File: config.mk
export PLATFORM = sky130hd
export DESIGN_NAME = scr_timing_gen
export DESIGN_NICKNAME = d
export VERILOG_FILES = /design/src/rtl/scr_pkg.sv /design/src/rtl/scr_pgood_detect.sv /design/src/rtl/scr_timer_bank.sv /design/src/rtl/scr_window_map.sv /design/src/rtl/scr_phase_seq.sv /design/src/rtl/scr_timing_gen.sv
export SDC_FILE = /design/constraint.sdc
export NUM_CORES = 1
export LEC_CHECK = 0
export BUFFER_PORTS_ARGS = -buffer_cell sky130_fd_sc_hd__buf_2
export CORE_MARGIN = 5
export CORE_UTILIZATION = 62
export CTS_BUF_LIST = sky130_fd_sc_hd__clkbuf_4 sky130_fd_sc_hd__clkbuf_8
export DETAILED_ROUTE_END_ITERATION = 16
export GPL_ROUTABILITY_DRIVEN = 1
export PLACE_DENSITY = 0.83
export SLEW_MARGIN = 5
export SYNTH_ARGS = -nofsm -noshare
export SYNTH_HDL_FRONTEND = slang
export SYNTH_SLANG_ARGS = --single-unit
File: constraint.sdc
create_clock -name clk -period 2.4 [get_ports clk]
set_input_delay 0.12 -clock clk [delete_from_list [all_inputs] [get_ports clk]]
set_output_delay 0.12 -clock clk [all_outputs]
set_load 0.005 [all_outputs]
File: src/rtl/scr_pkg.sv
`timescale 1ns/1ps
package scr_pkg;

    localparam int CNT_W = 6;

    typedef struct packed {
        logic [CNT_W-1:0] setup;
        logic [CNT_W-1:0] command;
        logic [CNT_W-1:0] recovery;
    } tset_t;

    typedef enum logic [1:0] {
        PH_IDLE  = 2'd0,
        PH_SETUP = 2'd1,
        PH_CMD   = 2'd2,
        PH_RECOV = 2'd3
    } phase_e;

    localparam logic [CNT_W-1:0] DEF_SETUP    = CNT_W'(1);
    localparam logic [CNT_W-1:0] DEF_CMD_NORM = CNT_W'(3);
    localparam logic [CNT_W-1:0] DEF_RECOV    = CNT_W'(2);

    // register field selectors in the low two address bits
    localparam logic [1:0] FLD_SETUP = 2'd0;
    localparam logic [1:0] FLD_CMD   = 2'd1;
    localparam logic [1:0] FLD_RECOV = 2'd2;

    localparam int IO_SEL_ADDR  = 8;
    localparam int MEM_SEL_ADDR = 9;

    function automatic tset_t default_set(input logic one_wait);
        tset_t t;
        t.setup    = DEF_SETUP;
        t.command  = DEF_CMD_NORM + CNT_W'(one_wait);
        t.recovery = DEF_RECOV;
        return t;
    endfunction

    // phase length in clocks: a zero count still gives one clock
    function automatic logic [CNT_W-1:0] eff_len(input logic [CNT_W-1:0] c);
        return (c == '0) ? CNT_W'(1) : c;
    endfunction

endpackage

File: src/rtl/scr_pgood_detect.sv
`timescale 1ns/1ps
module scr_pgood_detect #(
    parameter int SYNC_STAGES = 2
) (
    input  logic clk,
    input  logic rst,
    input  logic pgood_in,
    output logic load_defaults
);
    logic [SYNC_STAGES-1:0] sync_q;
    logic                   prev_q;
    logic                   edge_w;
    logic                   load_q;

    always_ff @(posedge clk) begin
        if (rst) begin
            sync_q <= '0;
            prev_q <= 1'b0;
            load_q <= 1'b0;
        end else begin
            sync_q <= {sync_q[SYNC_STAGES-2:0], pgood_in};
            prev_q <= sync_q[SYNC_STAGES-1];
            load_q <= edge_w;
        end
    end

    assign edge_w        = sync_q[SYNC_STAGES-1] & ~prev_q;
    assign load_defaults = load_q;
endmodule

File: src/rtl/scr_timer_bank.sv
`timescale 1ns/1ps
module scr_timer_bank
    import scr_pkg::*;
#(
    parameter int ADDR_W = 4,
    parameter int DATA_W = 8
) (
    input  logic              clk,
    input  logic              rst,
    input  logic              load_defaults,
    input  logic              wr_en,
    input  logic [ADDR_W-1:0] wr_addr,
    input  logic [DATA_W-1:0] wr_data,
    output tset_t [1:0]       sets_o
);
    localparam int N_SETS = 2;

    tset_t [N_SETS-1:0] sets_q;

    for (genvar g = 0; g < N_SETS; g++) begin : g_set
        logic hit;
        assign hit = wr_en && (wr_addr[ADDR_W-1:2] == (ADDR_W-2)'(g));

        always_ff @(posedge clk) begin
            if (rst || load_defaults) begin
                sets_q[g] <= default_set(1'(g));
            end else if (hit) begin
                case (wr_addr[1:0])
                    FLD_SETUP: sets_q[g].setup    <= wr_data[CNT_W-1:0];
                    FLD_CMD:   sets_q[g].command  <= wr_data[CNT_W-1:0];
                    FLD_RECOV: sets_q[g].recovery <= wr_data[CNT_W-1:0];
                    default:   ;
                endcase
            end
        end
    end

    assign sets_o = sets_q;
endmodule

File: src/rtl/scr_window_map.sv
`timescale 1ns/1ps
module scr_window_map #(
    parameter int N_IO_WIN  = 2,
    parameter int N_MEM_WIN = 5,
    parameter int ADDR_W    = 4,
    parameter int DATA_W    = 8,
    parameter int WIN_W     = 3
) (
    input  logic              clk,
    input  logic              rst,
    input  logic              wr_en,
    input  logic [ADDR_W-1:0] wr_addr,
    input  logic [DATA_W-1:0] wr_data,
    input  logic              is_mem,
    input  logic [WIN_W-1:0]  win,
    output logic              use_set1
);
    localparam int SLOTS = 1 << WIN_W;

    logic [N_IO_WIN-1:0]  io_sel_q;
    logic [N_MEM_WIN-1:0] mem_sel_q;
    logic [SLOTS-1:0]     io_pad;
    logic [SLOTS-1:0]     mem_pad;

    always_ff @(posedge clk) begin
        if (rst) begin
            io_sel_q  <= '0;
            mem_sel_q <= '0;
        end else if (wr_en) begin
            if (wr_addr == ADDR_W'(scr_pkg::IO_SEL_ADDR))
                io_sel_q <= wr_data[N_IO_WIN-1:0];
            if (wr_addr == ADDR_W'(scr_pkg::MEM_SEL_ADDR))
                mem_sel_q <= wr_data[N_MEM_WIN-1:0];
        end
    end

    // windows beyond the implemented count read as set 0
    assign io_pad   = SLOTS'(io_sel_q);
    assign mem_pad  = SLOTS'(mem_sel_q);
    assign use_set1 = is_mem ? mem_pad[win] : io_pad[win];
endmodule

File: src/rtl/scr_phase_seq.sv
`timescale 1ns/1ps
module scr_phase_seq
    import scr_pkg::*;
(
    input  logic  clk,
    input  logic  rst,
    input  logic  req,
    input  tset_t timing,
    output logic  cmd_n,
    output logic  host_wait,
    output logic  done
);
    phase_e           state_q;
    logic [CNT_W-1:0] cnt_q;
    tset_t            lat_q;
    logic             done_q;
    logic             last_clk;

    assign last_clk = (cnt_q <= CNT_W'(1));

    always_ff @(posedge clk) begin
        if (rst) begin
            state_q <= PH_IDLE;
            cnt_q   <= '0;
            lat_q   <= '0;
            done_q  <= 1'b0;
        end else begin
            done_q <= 1'b0;
            case (state_q)
                PH_IDLE: begin
                    if (req) begin
                        lat_q   <= timing;
                        cnt_q   <= eff_len(timing.setup);
                        state_q <= PH_SETUP;
                    end
                end
                PH_SETUP: begin
                    if (last_clk) begin
                        cnt_q   <= eff_len(lat_q.command);
                        state_q <= PH_CMD;
                    end else begin
                        cnt_q <= cnt_q - CNT_W'(1);
                    end
                end
                PH_CMD: begin
                    if (last_clk) begin
                        cnt_q   <= eff_len(lat_q.recovery);
                        state_q <= PH_RECOV;
                    end else begin
                        cnt_q <= cnt_q - CNT_W'(1);
                    end
                end
                PH_RECOV: begin
                    if (last_clk) begin
                        state_q <= PH_IDLE;
                        done_q  <= 1'b1;
                    end else begin
                        cnt_q <= cnt_q - CNT_W'(1);
                    end
                end
                default: state_q <= PH_IDLE;
            endcase
        end
    end

    assign cmd_n     = (state_q != PH_CMD);
    assign host_wait = (state_q != PH_IDLE);
    assign done      = done_q;
endmodule

File: src/rtl/scr_timing_gen.sv
`timescale 1ns/1ps
module scr_timing_gen
    import scr_pkg::*;
#(
    parameter int N_IO_WIN  = 2,
    parameter int N_MEM_WIN = 5,
    parameter int ADDR_W    = 4,
    parameter int DATA_W    = 8,
    localparam int MAX_WIN  = (N_IO_WIN > N_MEM_WIN) ? N_IO_WIN : N_MEM_WIN,
    localparam int WIN_W    = (MAX_WIN > 1) ? $clog2(MAX_WIN) : 1
) (
    input  logic              clk,
    input  logic              rst,
    input  logic              pgood,
    input  logic              wr_en,
    input  logic [ADDR_W-1:0] wr_addr,
    input  logic [DATA_W-1:0] wr_data,
    input  logic              req,
    input  logic              req_is_mem,
    input  logic [WIN_W-1:0]  req_win,
    output logic              cmd_n,
    output logic              host_wait,
    output logic              done
);
    logic        load_defaults;
    tset_t [1:0] sets;
    logic        use_set1;
    tset_t       chosen;

    scr_pgood_detect #(.SYNC_STAGES(2)) u_pgood (
        .clk           (clk),
        .rst           (rst),
        .pgood_in      (pgood),
        .load_defaults (load_defaults)
    );

    scr_timer_bank #(.ADDR_W(ADDR_W), .DATA_W(DATA_W)) u_bank (
        .clk           (clk),
        .rst           (rst),
        .load_defaults (load_defaults),
        .wr_en         (wr_en),
        .wr_addr       (wr_addr),
        .wr_data       (wr_data),
        .sets_o        (sets)
    );

    scr_window_map #(
        .N_IO_WIN  (N_IO_WIN),
        .N_MEM_WIN (N_MEM_WIN),
        .ADDR_W    (ADDR_W),
        .DATA_W    (DATA_W),
        .WIN_W     (WIN_W)
    ) u_map (
        .clk      (clk),
        .rst      (rst),
        .wr_en    (wr_en),
        .wr_addr  (wr_addr),
        .wr_data  (wr_data),
        .is_mem   (req_is_mem),
        .win      (req_win),
        .use_set1 (use_set1)
    );

    assign chosen = use_set1 ? sets[1] : sets[0];

    scr_phase_seq u_seq (
        .clk       (clk),
        .rst       (rst),
        .req       (req),
        .timing    (chosen),
        .cmd_n     (cmd_n),
        .host_wait (host_wait),
        .done      (done)
    );
endmodule

==> run metrics, run 1 <==
Post-CTS Setup Inserts=0; P_leak=0.00159 uW; reg-to-reg critical path startpoint=u_seq.state_q[0]; # nets final=372; synthesized cell area=0.00310 mm^2; Final Wtd Congestion=0.897; RSZ-0062 raised after global routing=false; DRT Pass-1 Iters=4; chip width=80.8 um; Core ar.=0.00479 mm^2; most frequent cells after synthesis=dfxtp_1 (68), mux2i_1 (65), nor2_1 (63), clkbuf_1 (15), a211oi_1 (14); final-layout fill cell count=377; cts repair resizes=0; critical path required time=2.63 ns; Vias=2360; register clock-pin slew on the reported worst setup and hold paths=0.07 ns; R2R setup slack=0.44 ns; Reg2Reg Depth=6; Antenna diodes=0; Peak VDD IR=0.000541 V; worst-case clock skew=0.00648 ns; # port buffers=21; clk_lat worst skew=0.34 ns; Root Driver=clkbuf_8; first-pass GRT wire length=10.6 mm; Detailed Place HPWL=4.55 mm; Synth Area per Inst=9.55 um^2; std cell rows=25; sequential fraction of the synthesis area=0.439; worst hold path type=input pin to register; Layout Cell Area excl Fill=0.00347 mm^2; Post-DRT Antenna Nets=0; MaxCap Viol Count=0; Rel. slew slack=0.527; Slew Viols, Final=0; hold_sp=wr_data[5]; overall routing resource usage=0.217; Synth top area share=0.439; Hold Slack=0.131 ns; Hold Path End=u_bank.sets_o[29]; routed wire length=6.55 mm; area leader, netlist=dfxtp_1; clk buf depth=2; CTS tree=yes; die height=80.8 um; Layout area overhead=11.7%; Post-synth EDFFs=0; Hold Path Depth=3; Critical Path Sink Type=register; Vias per Instance=5.67; Max Clk Rate=510 MHz; layout cells sized above 1=0.129; period utilization=0.817; largest net degree at the start of global routing=30; TritonCTS Buffers=9; Seq cells post-synth=68; status=complete, no violations; Synth Flop Type=dfxtp_1; GRT overflow=0; final setup TNS=0 ns; die area=0.00652 mm^2; DRC=0; Iteration-0 DRC Markers=149; Initial Util=0.649; Critical Path Source Type=register; Syn. warnings=0; Worst R2R End=u_seq.cnt_q[0]; Hold Fails Final Rpt=0; Yosys cell types=39; Synth area leaders=dfxtp_1 (44%), mux2i_1 (21%), nor2_1 (7.6%); async set-or-reset flop fraction in the synthesized netlist=0; Worst Path Max Fanout=8; Tmin final=1.96 ns; Net Count, Synth=353; top-count cell post-synth=dfxtp_1; initial antenna violation count=0; kind of critical path=register to register; Pwr Density=987 mW/mm^2; Slew @ Worst Pin=0.707 ns; wire per inst=15.8 um; crit path DAT=2.19 ns; Area after DPL=0.00324 mm^2; # clock sinks=68; Mapped Cells=325; IO Count=24; hold_buf cts=1; vias in the first global route=2206; H-tree levels=3; final setup fails=0; post-layout util=0.724
-- metal layers --
metal  share of wire  GRT usage
met4           0.022      0.115
met3           0.030     0.0410
met1            0.49      0.295
met2            0.46      0.328
met5               0          0
-- how the worst max path moves through the flow --
stage | startpoint | endpoint | cells after the start
floorplan | u_seq.state_q[0] | u_seq.cnt_q[0] | 7
global placement | u_seq.state_q[0] | u_seq.cnt_q[0] | 6
detailed placement | u_seq.state_q[0] | u_seq.cnt_q[0] | 6
CTS | u_seq.state_q[0] | u_seq.cnt_q[0] | 6
global route | u_seq.state_q[0] | u_seq.cnt_q[4] | 7
finish | u_seq.state_q[0] | u_seq.cnt_q[0] | 6
-- flip-flops by register name (all words and copies together), names as in the netlist, 2 cells and up --
signal and cells:
u_map.mem_sel_q 5, u_seq.lat_q 12, u_bank.sets_o 36, u_seq.state_q 2, u_pgood.sync_q 2, u_seq.cnt_q 6, u_map.io_sel_q 2
-- final cells by class --
cell class / count / area, um^2 / area share
Clock buffer: 11 / 145 / 0.0419
Clock inverter: 5 / 75.1 / 0.0217
Inverter: 7 / 26.3 / 0.00758
Multi-Input combinational cell: 233 / 1640 / 0.472
Sequential cell: 68 / 1360 / 0.393
Tap cell: 67 / 83.8 / 0.0242
Timing Repair Buffer: 25 / 138 / 0.0397
-- layout by cell type, fill, tap and decap left out, types with 2 or more instances in the layout --
| master | instances |
|---|---|
| o21ai_0 | 5 |
| a32o_1 | 2 |
| nor3b_1 | 3 |
| nor2_1 | 63 |
| a211oi_1 | 14 |
| a311oi_1 | 2 |
| a21oi_1 | 2 |
| nand3b_1 | 4 |
| ha_1 | 7 |
| o22ai_1 | 3 |
| nor3_1 | 7 |
| or3_1 | 2 |
| clkbuf_8 | 10 |
| xnor2_1 | 3 |
| dfxtp_1 | 68 |
| mux2i_1 | 65 |
| buf_2 | 21 |
| o21bai_1 | 2 |
| nand3_1 | 2 |
| clkinv_2 | 3 |
| a22oi_1 | 8 |
| and2_1 | 2 |
| inv_1 | 7 |
| buf_4 | 3 |
| nand2_1 | 12 |
| nor2b_1 | 5 |
| bufinv_16 | 2 |
| nor4_1 | 2 |
| nand2b_1 | 6 |
-- power by group --
part | internal [uW] | switching, uW
combinational | 439 | 594
sequential | 1250 | 107
clock | 620 | 414
-- critical path, cell delays in order, from the launching register on --
cell and delay (ns):
dfxtp_1 0.39, inv_1 0.10, ha_1 0.30, or3_1 0.41, a21bo_2 0.26, o221ai_1 0.12, a32o_1 0.27
-- cells by family (layout without fill, tap and decap cells) --
kind of cell,count (synthesis),in the layout,synth area share
compound gates,45,45,0.107
flops,68,68,0.439
xor+xnor,3,3,0.00847
simple gates,113,113,0.172
buf+inv,24,48,0.0367
fa+ha+maj,7,7,0.0282
mux,65,65,0.210
-- per-stage QoR --
step	setup slack (ns)	power, uW	instances
final	0.439	3420	416
after detailed placement	0.478	2380	399
after floorplan	0.550	2150	325
after global placement	0.511	2350	399
after global routing	0.292	3630	416
after CTS	0.447	3420	416
Power figures use the tool's default switching activity.
==> inputs of run 2 (changes only) <==
==> constraint.sdc (replaced) <==
create_clock -name clk -period 2 [get_ports clk]
set_input_delay 0.1 -clock clk [delete_from_list [all_inputs] [get_ports clk]]
set_output_delay 0.1 -clock clk [all_outputs]
set_load 0.005 [all_outputs]
==> run metrics, run 2 (synthesis gave the netlist of run 1 again) <==
status=complete, no violations (unchanged); Reg2Reg Depth=6 (unchanged); Crit path max-delay family=compound AO/OA/AOI/OAI gates (unchanged); DRC=0 (unchanged); CTS tree=yes (unchanged); Critical Path Source Type=register (unchanged); Non-Filler Instances=418 (was 416); wire per inst=15.8 um (about the same); routed wire length=6.59 mm (was 6.55 mm); Final Wtd Congestion=0.934 (was 0.897); IO Count=24 (unchanged); slowest stage delay, CP=0.39 ns (was 0.41 ns); Placed Cells=403 (was 399); Pwr Density=1170 mW/mm^2 (was 987 mW/mm^2); Post-CTS Setup Inserts=0 (unchanged); final-layout fill cell count=359 (was 377); final setup TNS=0 ns (unchanged); Initial Util=0.649 (unchanged); DRT Pass-1 Iters=4 (unchanged); Critical Path Sink Type=register (unchanged); std cell rows=25 (unchanged); Buffers & Inverters on Critical Path=1 (unchanged); register area=0.00136 mm^2 (about the same); post-layout util=0.729 (was 0.724); chip width=80.8 um (unchanged); commonest cells after routing, fill and taps aside=dfxtp_1 (67), mux2i_1 (65), nor2_1 (63), buf_2 (21), a211oi_1 (14) (was dfxtp_1 (68), mux2i_1 (65), nor2_1 (63), buf_2 (21), a211oi_1 (14)); Hold Path Depth=2 (was 3); crit path DAT=2.06 ns (was 2.19 ns); Detailed Place HPWL=4.64 mm (was 4.55 mm); Peak VDD IR=0.000624 V (was 0.000541 V); clk_lat worst skew=0.33 ns (was 0.34 ns); # clock sinks=68 (unchanged); vias in the first global route=2360 (was 2206); GRT overflow=0 (unchanged); MaxCap Viol Count=0 (unchanged); Max Clk Rate=543 MHz (was 510 MHz); Worst Path Max Fanout=5 (was 8); Largest register FFs=36 (unchanged); RSZ-0062 raised after global routing=false (unchanged); TritonCTS Buffers=9 (unchanged); Core ar.=0.00479 mm^2 (unchanged); Hold Fails Final Rpt=0 (unchanged); Rel. slew slack=0.565 (was 0.527); most common cell after layout, fill and taps aside=dfxtp_1 (unchanged); period utilization=0.921 (was 0.817); initial antenna violation count=0 (unchanged); die height=80.8 um (unchanged); Hold Path End=u_pgood.sync_q[0] (was u_bank.sets_o[29]); die area=0.00652 mm^2 (unchanged); first-pass GRT wire length=11.2 mm (was 10.6 mm); worst-case clock skew=0.00453 ns (was 0.00648 ns); R2R setup slack=0.16 ns (was 0.44 ns); Vias per Instance=5.70 (was 5.67); Slowest-stage cell, CP=or3_1 (unchanged); overall routing resource usage=0.227 (was 0.217); Slew @ Worst Pin=0.650 ns (was 0.707 ns); Iteration-0 DRC Markers=139 (was 149); H-tree levels=3 (unchanged); Worst R2R End=u_seq.cnt_q[0] (unchanged); layout cells sized above 1=0.140 (was 0.129); Slew Viols, Final=0 (unchanged); total chip power=4100 uW (was 3420 uW); Tmin final=1.84 ns (was 1.96 ns); reg-to-reg critical path startpoint=u_seq.state_q[0] (unchanged); # nets final=375 (was 372); clk buf depth=2 (unchanged); Vias=2383 (was 2360); multi-input logic area=0.00164 mm^2 (unchanged); Root Driver=clkbuf_8 (unchanged); Post-DRT Antenna Nets=0 (unchanged); # port buffers=21 (unchanged); Antenna diodes=0 (unchanged); Hold Slack=0.0254 ns (was 0.131 ns); largest net degree at the start of global routing=30 (unchanged); register clock-pin slew on the reported worst setup and hold paths=0.07 ns (about the same); critical path required time=2.22 ns (was 2.63 ns); P_leak=0.00161 uW (was 0.00159 uW); kind of critical path=register to register (unchanged); CP Cell Sequence=inv_1 > ha_1 > or3_1 > a21bo_2 > o221ai_1 > a32o_1 (unchanged); hold_sp=pgood (was wr_data[5]); worst hold path type=input pin to register (unchanged); Layout area overhead=12.5% (was 11.7%); final setup fails=0 (unchanged)
[run 2: area by class of cell]
class,count,area share
tap,67,0.0240
timing repair buffer,28,0.0487
multi-input combinational,233,0.469
clock inverter,1,0.00860
sequential,68,0.390
inverter,7,0.00753
clock buffer,14,0.0516
[run 2: worst reg2reg max path: stages (launching register included)]
cell      delay [ns]
dfxtp_1         0.37
inv_1           0.09
ha_1            0.21
or3_1           0.39
a21bo_2         0.26
o221ai_1        0.12
a32o_1          0.28
[run 2: timing repair]
action / 4_1_cts / 5_1_grt
gates resized for setup: 0 / 1
hold buffers: 0 / 0
hold endpoints to repair: 0 / 0
endpoints found under the setup margin: 0 / 2
[run 2: how the worst max path moves through the flow]
stage                                start                to  slack [ns]  cells after the start
after detailed placement    u_seq.cnt_q[0]    u_seq.cnt_q[4]        0.17                      8
after global routing      u_seq.state_q[0]  u_seq.state_q[1]      0.0008                      6
final                     u_seq.state_q[0]    u_seq.cnt_q[0]        0.16                      6
after global placement    u_seq.state_q[0]    u_seq.cnt_q[2]        0.23                      7
after floorplan           u_seq.state_q[0]    u_seq.cnt_q[0]        0.15                      7
after CTS                   u_seq.cnt_q[0]    u_seq.cnt_q[4]        0.16                      8
[run 2: power breakdown]
part | total, uW | leakage, uW | switching, uW | internal [uW]
Sequential | 1620 | 0.000553 | 126 | 1500
Clock | 1170 | 0.000110 | 465 | 700
Combinational | 1310 | 0.000947 | 736 | 574
[run 2: per-layer routing]
layer | vias up | routed length, um | GRT usage
li1 | 1189 | - | -
met1 | 1116 | 3070 | 0.286
met2 | 64 | 3040 | 0.367
met3 | 14 | 352 | 0.0554
met4 | 0 | 137 | 0.106
met5 | - | 0 | 0
[run 2: stage by stage]
step,setup slack (ns),area (um^2)
after floorplan,0.150,3100
after global placement,0.227,3280
after detailed placement,0.166,3280
after CTS,0.157,3490
after global routing,0.000778,3490
final,0.159,3490
